`config.mk`:
```
export PLATFORM = sky130hd
export DESIGN_NAME = sertx_top
export DESIGN_NICKNAME = d
export VERILOG_FILES = /design/src/rtl/sertx_pkg.sv /design/src/rtl/sertx_ctrl.sv /design/src/rtl/sertx_buf.sv /design/src/rtl/sertx_shift.sv /design/src/rtl/sertx_top.sv
export SDC_FILE = /design/constraint.sdc
export NUM_CORES = 1
export LEC_CHECK = 0
export BUFFER_PORTS_ARGS = -buffer_cell sky130_fd_sc_hd__buf_2
export CAP_MARGIN = 5
export CORE_ASPECT_RATIO = 1.75
export CORE_MARGIN = 8
export CORE_UTILIZATION = 50
export CTS_CLUSTER_DIAMETER = 30
export DETAILED_ROUTE_END_ITERATION = 10
export PLACE_DENSITY_LB_ADDON = 0.2
export SYNTH_ARGS = -nofsm -noshare
export SYNTH_HDL_FRONTEND = slang
export SYNTH_SLANG_ARGS = --single-unit
```
`constraint.sdc`:
```
create_clock -name clk -period 7.3 [get_ports clk]
set_input_delay 0.73 -clock clk [delete_from_list [all_inputs] [get_ports clk]]
set_output_delay 0.73 -clock clk [all_outputs]
set_load 0.05 [all_outputs]
```
`src/rtl/sertx_pkg.sv`:
```
package sertx_pkg;
  localparam int unsigned MAX_BITS = 16;
  localparam int unsigned MIN_BITS = 4;
  localparam int unsigned DEF_BITS = 8;
  localparam int unsigned LEN_W    = $clog2(MAX_BITS + 1);

  typedef enum logic [1:0] {
    PAR_NONE = 2'd0,
    PAR_ODD  = 2'd1,
    PAR_EVEN = 2'd2
  } par_e;

  typedef struct packed {
    logic [LEN_W-1:0] nbits;
    par_e             par;
    logic             two_stop;
    logic             half_lvl;
  } frame_cfg_t;

  localparam frame_cfg_t CFG_DEFAULT = '{
    nbits:    LEN_W'(DEF_BITS),
    par:      PAR_NONE,
    two_stop: 1'b0,
    half_lvl: 1'b0
  };

  // Illegal lengths fall back to the default, unknown parity codes to none.
  function automatic frame_cfg_t decode_cfg(input logic [LEN_W-1:0] n,
                                            input logic [1:0] p,
                                            input logic s,
                                            input logic h);
    frame_cfg_t c;
    c.nbits = (n >= LEN_W'(MIN_BITS) && n <= LEN_W'(MAX_BITS)) ? n : LEN_W'(DEF_BITS);
    case (p)
      2'd1:    c.par = PAR_ODD;
      2'd2:    c.par = PAR_EVEN;
      default: c.par = PAR_NONE;
    endcase
    c.two_stop = s;
    c.half_lvl = h;
    return c;
  endfunction
endpackage

```
`src/rtl/sertx_ctrl.sv`:
```
module sertx_ctrl
  import sertx_pkg::*;
(
  input  logic             clk,
  input  logic             rst,
  input  logic             cmd_enable,
  input  logic             cmd_disable,
  input  logic             cmd_reset,
  input  logic             cfg_wr,
  input  logic [LEN_W-1:0] cfg_len,
  input  logic [1:0]       cfg_parity,
  input  logic             cfg_two_stop,
  input  logic             cfg_half,
  output frame_cfg_t       cfg_q,
  output logic             tx_en_q
);
  always_ff @(posedge clk) begin
    if (rst || cmd_reset) begin
      cfg_q   <= CFG_DEFAULT;
      tx_en_q <= 1'b0;
    end else begin
      if (cfg_wr) cfg_q <= decode_cfg(cfg_len, cfg_parity, cfg_two_stop, cfg_half);
      if (cmd_disable)     tx_en_q <= 1'b0;
      else if (cmd_enable) tx_en_q <= 1'b1;
    end
  end

  AST_DISABLE_WINS: assert property (@(posedge clk) disable iff (rst)
    cmd_disable |=> !tx_en_q);
  AST_LEN_LEGAL: assert property (@(posedge clk) disable iff (rst)
    (cfg_q.nbits >= LEN_W'(MIN_BITS)) && (cfg_q.nbits <= LEN_W'(MAX_BITS)));
  AST_SOFT_RESET_CFG: assert property (@(posedge clk) disable iff (rst)
    cmd_reset |=> (cfg_q == CFG_DEFAULT) && !tx_en_q);
endmodule

```
`src/rtl/sertx_buf.sv`:
```
module sertx_buf #(
  parameter int unsigned DEPTH = 2,
  parameter int unsigned W     = 16
) (
  input  logic         clk,
  input  logic         rst,
  input  logic         flush,
  input  logic         ovf_clr,
  input  logic         half_sel,
  input  logic         wr,
  input  logic [W-1:0] wdata,
  input  logic         pop,
  output logic [W-1:0] rdata,
  output logic         empty,
  output logic         level_flag,
  output logic         overflow
);
  localparam int unsigned AW   = (DEPTH > 1) ? $clog2(DEPTH) : 1;
  localparam int unsigned CW   = $clog2(DEPTH + 1);
  localparam int unsigned HALF = DEPTH / 2;

  logic [W-1:0]  mem [DEPTH];
  logic [AW-1:0] wptr, rptr, waddr;
  logic [CW-1:0] cnt, cnt_nxt;
  logic          full, wr_ok, pop_ok;

  function automatic logic [AW-1:0] adv(input logic [AW-1:0] p);
    return (p == AW'(DEPTH - 1)) ? '0 : p + 1'b1;
  endfunction

  assign full   = (cnt == CW'(DEPTH));
  assign empty  = (cnt == '0);
  assign pop_ok = pop && !empty;
  assign wr_ok  = wr && (!full || pop_ok || flush);
  assign waddr  = flush ? '0 : wptr;
  assign rdata  = mem[rptr];

  always_comb begin
    if (flush) cnt_nxt = wr ? CW'(1) : '0;
    else       cnt_nxt = cnt + CW'(wr_ok) - CW'(pop_ok);
  end

  always_ff @(posedge clk) begin
    if (wr_ok) mem[waddr] <= wdata;
  end

  always_ff @(posedge clk) begin
    if (rst) begin
      wptr       <= '0;
      rptr       <= '0;
      cnt        <= '0;
      level_flag <= 1'b1;
      overflow   <= 1'b0;
    end else begin
      cnt        <= cnt_nxt;
      level_flag <= half_sel ? (cnt_nxt <= CW'(HALF)) : (cnt_nxt == '0);
      if (flush) begin
        rptr <= '0;
        wptr <= wr ? adv('0) : '0;
      end else begin
        if (wr_ok)  wptr <= adv(wptr);
        if (pop_ok) rptr <= adv(rptr);
      end
      if (ovf_clr)          overflow <= 1'b0;
      else if (wr && !wr_ok) overflow <= 1'b1;
    end
  end

  AST_NO_OVERFLOW: assert property (@(posedge clk) disable iff (rst)
    cnt <= CW'(DEPTH));
  AST_FULL_DROP: assert property (@(posedge clk) disable iff (rst)
    (wr && full && !pop && !flush) |=> (cnt == CW'(DEPTH)) && overflow);
  AST_OVF_STICKY: assert property (@(posedge clk) disable iff (rst)
    (overflow && !ovf_clr) |=> overflow);
  AST_FLUSH_EMPTY: assert property (@(posedge clk) disable iff (rst)
    (flush && !wr) |=> empty);
endmodule

```
`src/rtl/sertx_shift.sv`:
```
module sertx_shift
  import sertx_pkg::*;
(
  input  logic                clk,
  input  logic                rst,
  input  logic                abort,
  input  logic                bit_tick,
  input  logic                tx_en,
  input  logic                buf_empty,
  input  logic [MAX_BITS-1:0] rdata,
  input  frame_cfg_t          cfg,
  output logic                pop,
  output logic                tx_line,
  output logic                busy
);
  typedef enum logic [2:0] {S_IDLE, S_START, S_DATA, S_PAR, S_STOP} st_e;

  st_e                 st;
  logic [MAX_BITS-1:0] sh;
  logic [LEN_W-1:0]    bcnt, nb_q;
  par_e                par_q;
  logic                two_q, stop2, pbit;

  function automatic logic calc_par(input logic [MAX_BITS-1:0] d,
                                    input logic [LEN_W-1:0] n,
                                    input par_e p);
    logic x;
    x = 1'b0;
    for (int i = 0; i < MAX_BITS; i++) begin
      if (LEN_W'(i) < n) x = x ^ d[i];
    end
    return (p == PAR_ODD) ? ~x : x;
  endfunction

  assign pop  = (st == S_IDLE) && tx_en && !buf_empty && !abort;
  assign busy = (st != S_IDLE);

  always_ff @(posedge clk) begin
    if (rst || abort) begin
      st      <= S_IDLE;
      tx_line <= 1'b1;
      sh      <= '0;
      bcnt    <= '0;
      nb_q    <= LEN_W'(DEF_BITS);
      par_q   <= PAR_NONE;
      two_q   <= 1'b0;
      stop2   <= 1'b0;
      pbit    <= 1'b0;
    end else begin
      unique case (st)
        S_IDLE: begin
          tx_line <= 1'b1;
          if (pop) begin
            st      <= S_START;
            tx_line <= 1'b0;
            sh      <= rdata;
            nb_q    <= cfg.nbits;
            par_q   <= cfg.par;
            two_q   <= cfg.two_stop;
            pbit    <= calc_par(rdata, cfg.nbits, cfg.par);
          end
        end
        S_START: if (bit_tick) begin
          st      <= S_DATA;
          tx_line <= sh[0];
          sh      <= sh >> 1;
          bcnt    <= '0;
        end
        S_DATA: if (bit_tick) begin
          if (bcnt == nb_q - 1'b1) begin
            if (par_q != PAR_NONE) begin
              st      <= S_PAR;
              tx_line <= pbit;
            end else begin
              st      <= S_STOP;
              tx_line <= 1'b1;
              stop2   <= 1'b0;
            end
          end else begin
            tx_line <= sh[0];
            sh      <= sh >> 1;
            bcnt    <= bcnt + 1'b1;
          end
        end
        S_PAR: if (bit_tick) begin
          st      <= S_STOP;
          tx_line <= 1'b1;
          stop2   <= 1'b0;
        end
        S_STOP: if (bit_tick) begin
          if (two_q && !stop2) stop2 <= 1'b1;
          else                 st    <= S_IDLE;
        end
        default: st <= S_IDLE;
      endcase
    end
  end

  AST_IDLE_HIGH: assert property (@(posedge clk) disable iff (rst)
    (st == S_IDLE) |-> tx_line);
  AST_START_LOW: assert property (@(posedge clk) disable iff (rst)
    $rose(busy) |-> !tx_line);
  AST_DATA_COUNT: assert property (@(posedge clk) disable iff (rst)
    (st == S_DATA) |-> (bcnt < nb_q));
  AST_STOP_HIGH: assert property (@(posedge clk) disable iff (rst)
    (st == S_STOP) |-> tx_line);
  AST_ABORT_IDLE: assert property (@(posedge clk) disable iff (rst)
    abort |=> (!busy && tx_line));
endmodule

```
`src/rtl/sertx_top.sv`:
```
module sertx_top
  import sertx_pkg::*;
#(
  parameter int unsigned DEPTH = 2
) (
  input  logic                clk,
  input  logic                rst,
  input  logic                bit_tick,
  input  logic                wr_en,
  input  logic [MAX_BITS-1:0] wr_data,
  input  logic                cmd_enable,
  input  logic                cmd_disable,
  input  logic                cmd_clear,
  input  logic                cmd_reset,
  input  logic                cfg_wr,
  input  logic [LEN_W-1:0]    cfg_len,
  input  logic [1:0]          cfg_parity,
  input  logic                cfg_two_stop,
  input  logic                cfg_half,
  output logic                tx_out,
  output logic                busy,
  output logic                tx_enabled,
  output logic                level_flag,
  output logic                overflow
);
  frame_cfg_t          cfg_q;
  logic                pop, buf_empty, wr_eff, flush;
  logic [MAX_BITS-1:0] rdata;

  assign wr_eff = wr_en && !cmd_reset;
  assign flush  = cmd_clear || cmd_reset;

  sertx_ctrl u_ctrl (
    .clk          (clk),
    .rst          (rst),
    .cmd_enable   (cmd_enable),
    .cmd_disable  (cmd_disable),
    .cmd_reset    (cmd_reset),
    .cfg_wr       (cfg_wr),
    .cfg_len      (cfg_len),
    .cfg_parity   (cfg_parity),
    .cfg_two_stop (cfg_two_stop),
    .cfg_half     (cfg_half),
    .cfg_q        (cfg_q),
    .tx_en_q      (tx_enabled)
  );

  sertx_buf #(.DEPTH(DEPTH), .W(MAX_BITS)) u_buf (
    .clk        (clk),
    .rst        (rst),
    .flush      (flush),
    .ovf_clr    (cmd_reset),
    .half_sel   (cfg_q.half_lvl),
    .wr         (wr_eff),
    .wdata      (wr_data),
    .pop        (pop),
    .rdata      (rdata),
    .empty      (buf_empty),
    .level_flag (level_flag),
    .overflow   (overflow)
  );

  sertx_shift u_shift (
    .clk       (clk),
    .rst       (rst),
    .abort     (cmd_reset),
    .bit_tick  (bit_tick),
    .tx_en     (tx_enabled),
    .buf_empty (buf_empty),
    .rdata     (rdata),
    .cfg       (cfg_q),
    .pop       (pop),
    .tx_line   (tx_out),
    .busy      (busy)
  );

  AST_NO_START_DISABLED: assert property (@(posedge clk) disable iff (rst)
    (!tx_enabled && !busy) |=> !busy);
endmodule

```
==> qor.yml <==
synth:
  synth_edf_count: 32
  synth_area_leaders: "dfxtp_1 26%, edfxtp_1 24%, mux2i_1 11%"
  yosys_warnings: 0
  synth_cells: 401
  avgSynthCellArea_um2: 10.06
  ys_seq_area_share_pct: 49.64
  syn_area_mm2: 0.004033
  synthArstFlopShare_pct: 0
  ys.flop_type: "dfxtp_1"
  synth_largest_area_cell: "dfxtp_1"
  synth_seq_cells: 84
  synth_cell_type_count: 47
  synth_top_area_share_pct: 25.81
  syn_nets: 439
routing:
  vias: 2903
  routed_via_density: 5.519
  drt_wl_total_um: 7907
  drt_pass1_iterations: 4
  drc: 0
  wire_per_inst_um: 15.03
  final_antenna_net_count: 0
  drtIter0Drc: 193
clock_tree:
  cts.sinks: 84
  cts_tree: "built"
  postCtsSetupBuffers: 0
  numCtsBuffers: 9
  clk_path_buf_depth: 2
  ctsResizeCount: 0
  cts_hold_buf: 0
  cts_root_buffer: "clkbuf_16"
  htreeDepth: 3
  clk_latency_ns: 0.33
  path_clk_slew_ns: 0.06
critical_path:
  critPathCaptureType: "flop"
  crit_chain: "inv_1 -> ha_1 -> nand2b_1 -> a21o_1 -> a31oi_1 -> or2_0 -> o31a_1 -> mux2i_1 -> nor2_1"
  critPathKind: "flop to flop"
  crit_required_ns: 7.48
  cp_max_fo: 16
  crit_start: "u_shift.nb_q[0]$_SDFFE_PP0P_"
  rrSetupSlack_ns: 4.37
  cp_data_arrival_time_ns: 3.11
  rr_startpoint: "u_shift.nb_q[0]$_SDFFE_PP0P_"
  cp_slowest_stage_delay_ns: 0.84
  slowest_stage: "o31a_1"
  start_kind: "flop"
global_route:
  antenna_found_initial: 0
  grt_use_met3_pct: 3.257
  grt_pass1_wl_um: 13230
  grt_pass1_vias: 2892
  grt_max_degree: 43
  top_usage_layer: "met2"
  grtUsageMet2_pct: 26.20
  met1_usage_pct: 14.58
  track_usage_pct: 14.28
  grt-ovfl-total: 0
placement:
  post_dp_cell_area_mm2: 0.004260
  hpwl_um: 5716
  port_buffers: 38
  gp_congestion: 0.8085
  place_ws_ns: 4.299
timing:
  fmax_mhz: 341.7
  tightest_slew_ns: 0.9800
  fin_crit_sh_pct: 40.09
  fin_setup_tns_ns: 0
  setup_viol: 0
  hold_viol_final: 0
  final_max_slew_viol_count: 0
  slew_headroom_pct: 34.67
  layout_min_cycle_time_ns: 2.926
  rsz0062_at_grt: "false"
  setup_ws_ns: 4.374
  skew_ns: 0.008030
  holdWs_ns: 0.4688
die:
  row_count: 43
  die_h_um: 134.8
  io_pins: 39
  dieWidth_um: 83.89
  initial_utilization_pct: 51.34
  core_area_mm2: 0.007855
  dieArea_mm2: 0.01131
final_layout:
  layout_commonest_cell: "dfxtp_1"
  layout_common_cells: "52 x dfxtp_1, 45 x nor2_1, 44 x mux2i_1"
  nets: 469
  drive_above_1_share_pct: 14.22
  fin_area_mm2: 0.004539
  areaGrowthSynthToFinish_pct: 12.57
  utilization_pct: 57.79
  diodes: 0
worst_hold_path:
  hp-start: "u_shift.tx_line$_SDFFE_PP1P_"
  hp-class: "flop to flop"
run_status:
  outcome: "finished, final reports clean"
power_and_ir_drop:
  vdd_ir_drop_max_mv: 0.1574
  pwr_density_cell_mw_per_mm2: 216.4
  power_leakage_nw: 1.557
run:
  drv_cap: 0
## worst max-delay path: cells and delay by family, from the launching register on
kind | cells | cell delay (ns)
compound gates | 3 | 1.25
fa+ha+maj | 1 | 0.23
buf+inv | 1 | 0.06
flops | 1 | 0.38
mux | 1 | 0.28
simple gates | 3 | 0.57
## power by group
part           switching, W  internal (W)
combinational     0.0000305     0.0000247
sequential       0.00000347      0.000493
clock              0.000168      0.000262
## cell type report
type	instances	area (um^2)
fillers	690	3316
flip-flops and latches	84	2002
multi-input cells	285	1892
clock buffers	12	236.5
repair buffers	42	220.2
well taps	90	112.6
clock inverters	4	42.54
inverters	9	33.78
## per-layer routing
layer | vias to the layer above | wire, um | share of wire [%]
li1 | 1476 | - | -
met1 | 1382 | 3225 | 41
met2 | 37 | 4366 | 55
met3 | 8 | 197 | 2.5
met4 | 0 | 117 | 1.5
met5 | - | 0 | 0
## cells in the mapped netlist (6+ instances only)
cell type / count
dfxtp_1: 52
nor2b_1: 6
mux2i_1: 44
nand2_1: 29
xor2_1: 8
xnor2_1: 17
nor3_1: 11
nor2_1: 45
edfxtp_1: 32
inv_1: 9
clkbuf_1: 16
nand2b_1: 12
o21ai_0: 23
a21oi_1: 28
nand4_1: 6
## through the flow
stage	instances	total power, W
2_1_floorplan	401	0.0005419
3_3_place_gp	510	0.0005616
3_5_place_dp	510	0.0005623
4_1_cts	526	0.0009953
5_1_grt	526	0.001018
6_report	526	0.0009821
## flip-flops by register name, indices dropped and copies added, names as in the netlist, 2 cells and up, named ones only
signal and cells:
u_buf.cnt 2, u_buf.mem 32, u_ctrl.cfg_q 9, u_shift.bcnt 5
u_shift.nb_q 5, u_shift.par_q 2, u_shift.sh 16, u_shift.st 3
## cell families (layout without fill, tap and decap cells)
logic type	Yosys count	count (layout)	synth area share, %
multiplexers	48	48	12.04
buffers and inverters	32	67	3.444
XOR/XNOR	27	27	6.547
AO/OA/AOI/OAI	72	72	10.33
flip-flops	84	84	49.64
adder cells (fa/ha/maj)	4	4	1.241
AND/OR/NAND/NOR	134	134	16.75
## final timing paths
check | cells past startpoint | to
max | 9 | u_shift.sh[5]$_SDFFE_PP0P_
min | 2 | u_shift.tx_line$_SDFFE_PP1P_
max reg2reg | 9 | u_shift.sh[5]$_SDFFE_PP0P_
min reg2reg | 2 | u_shift.tx_line$_SDFFE_PP1P_
Note: power is estimated with default switching activity, not from simulation.
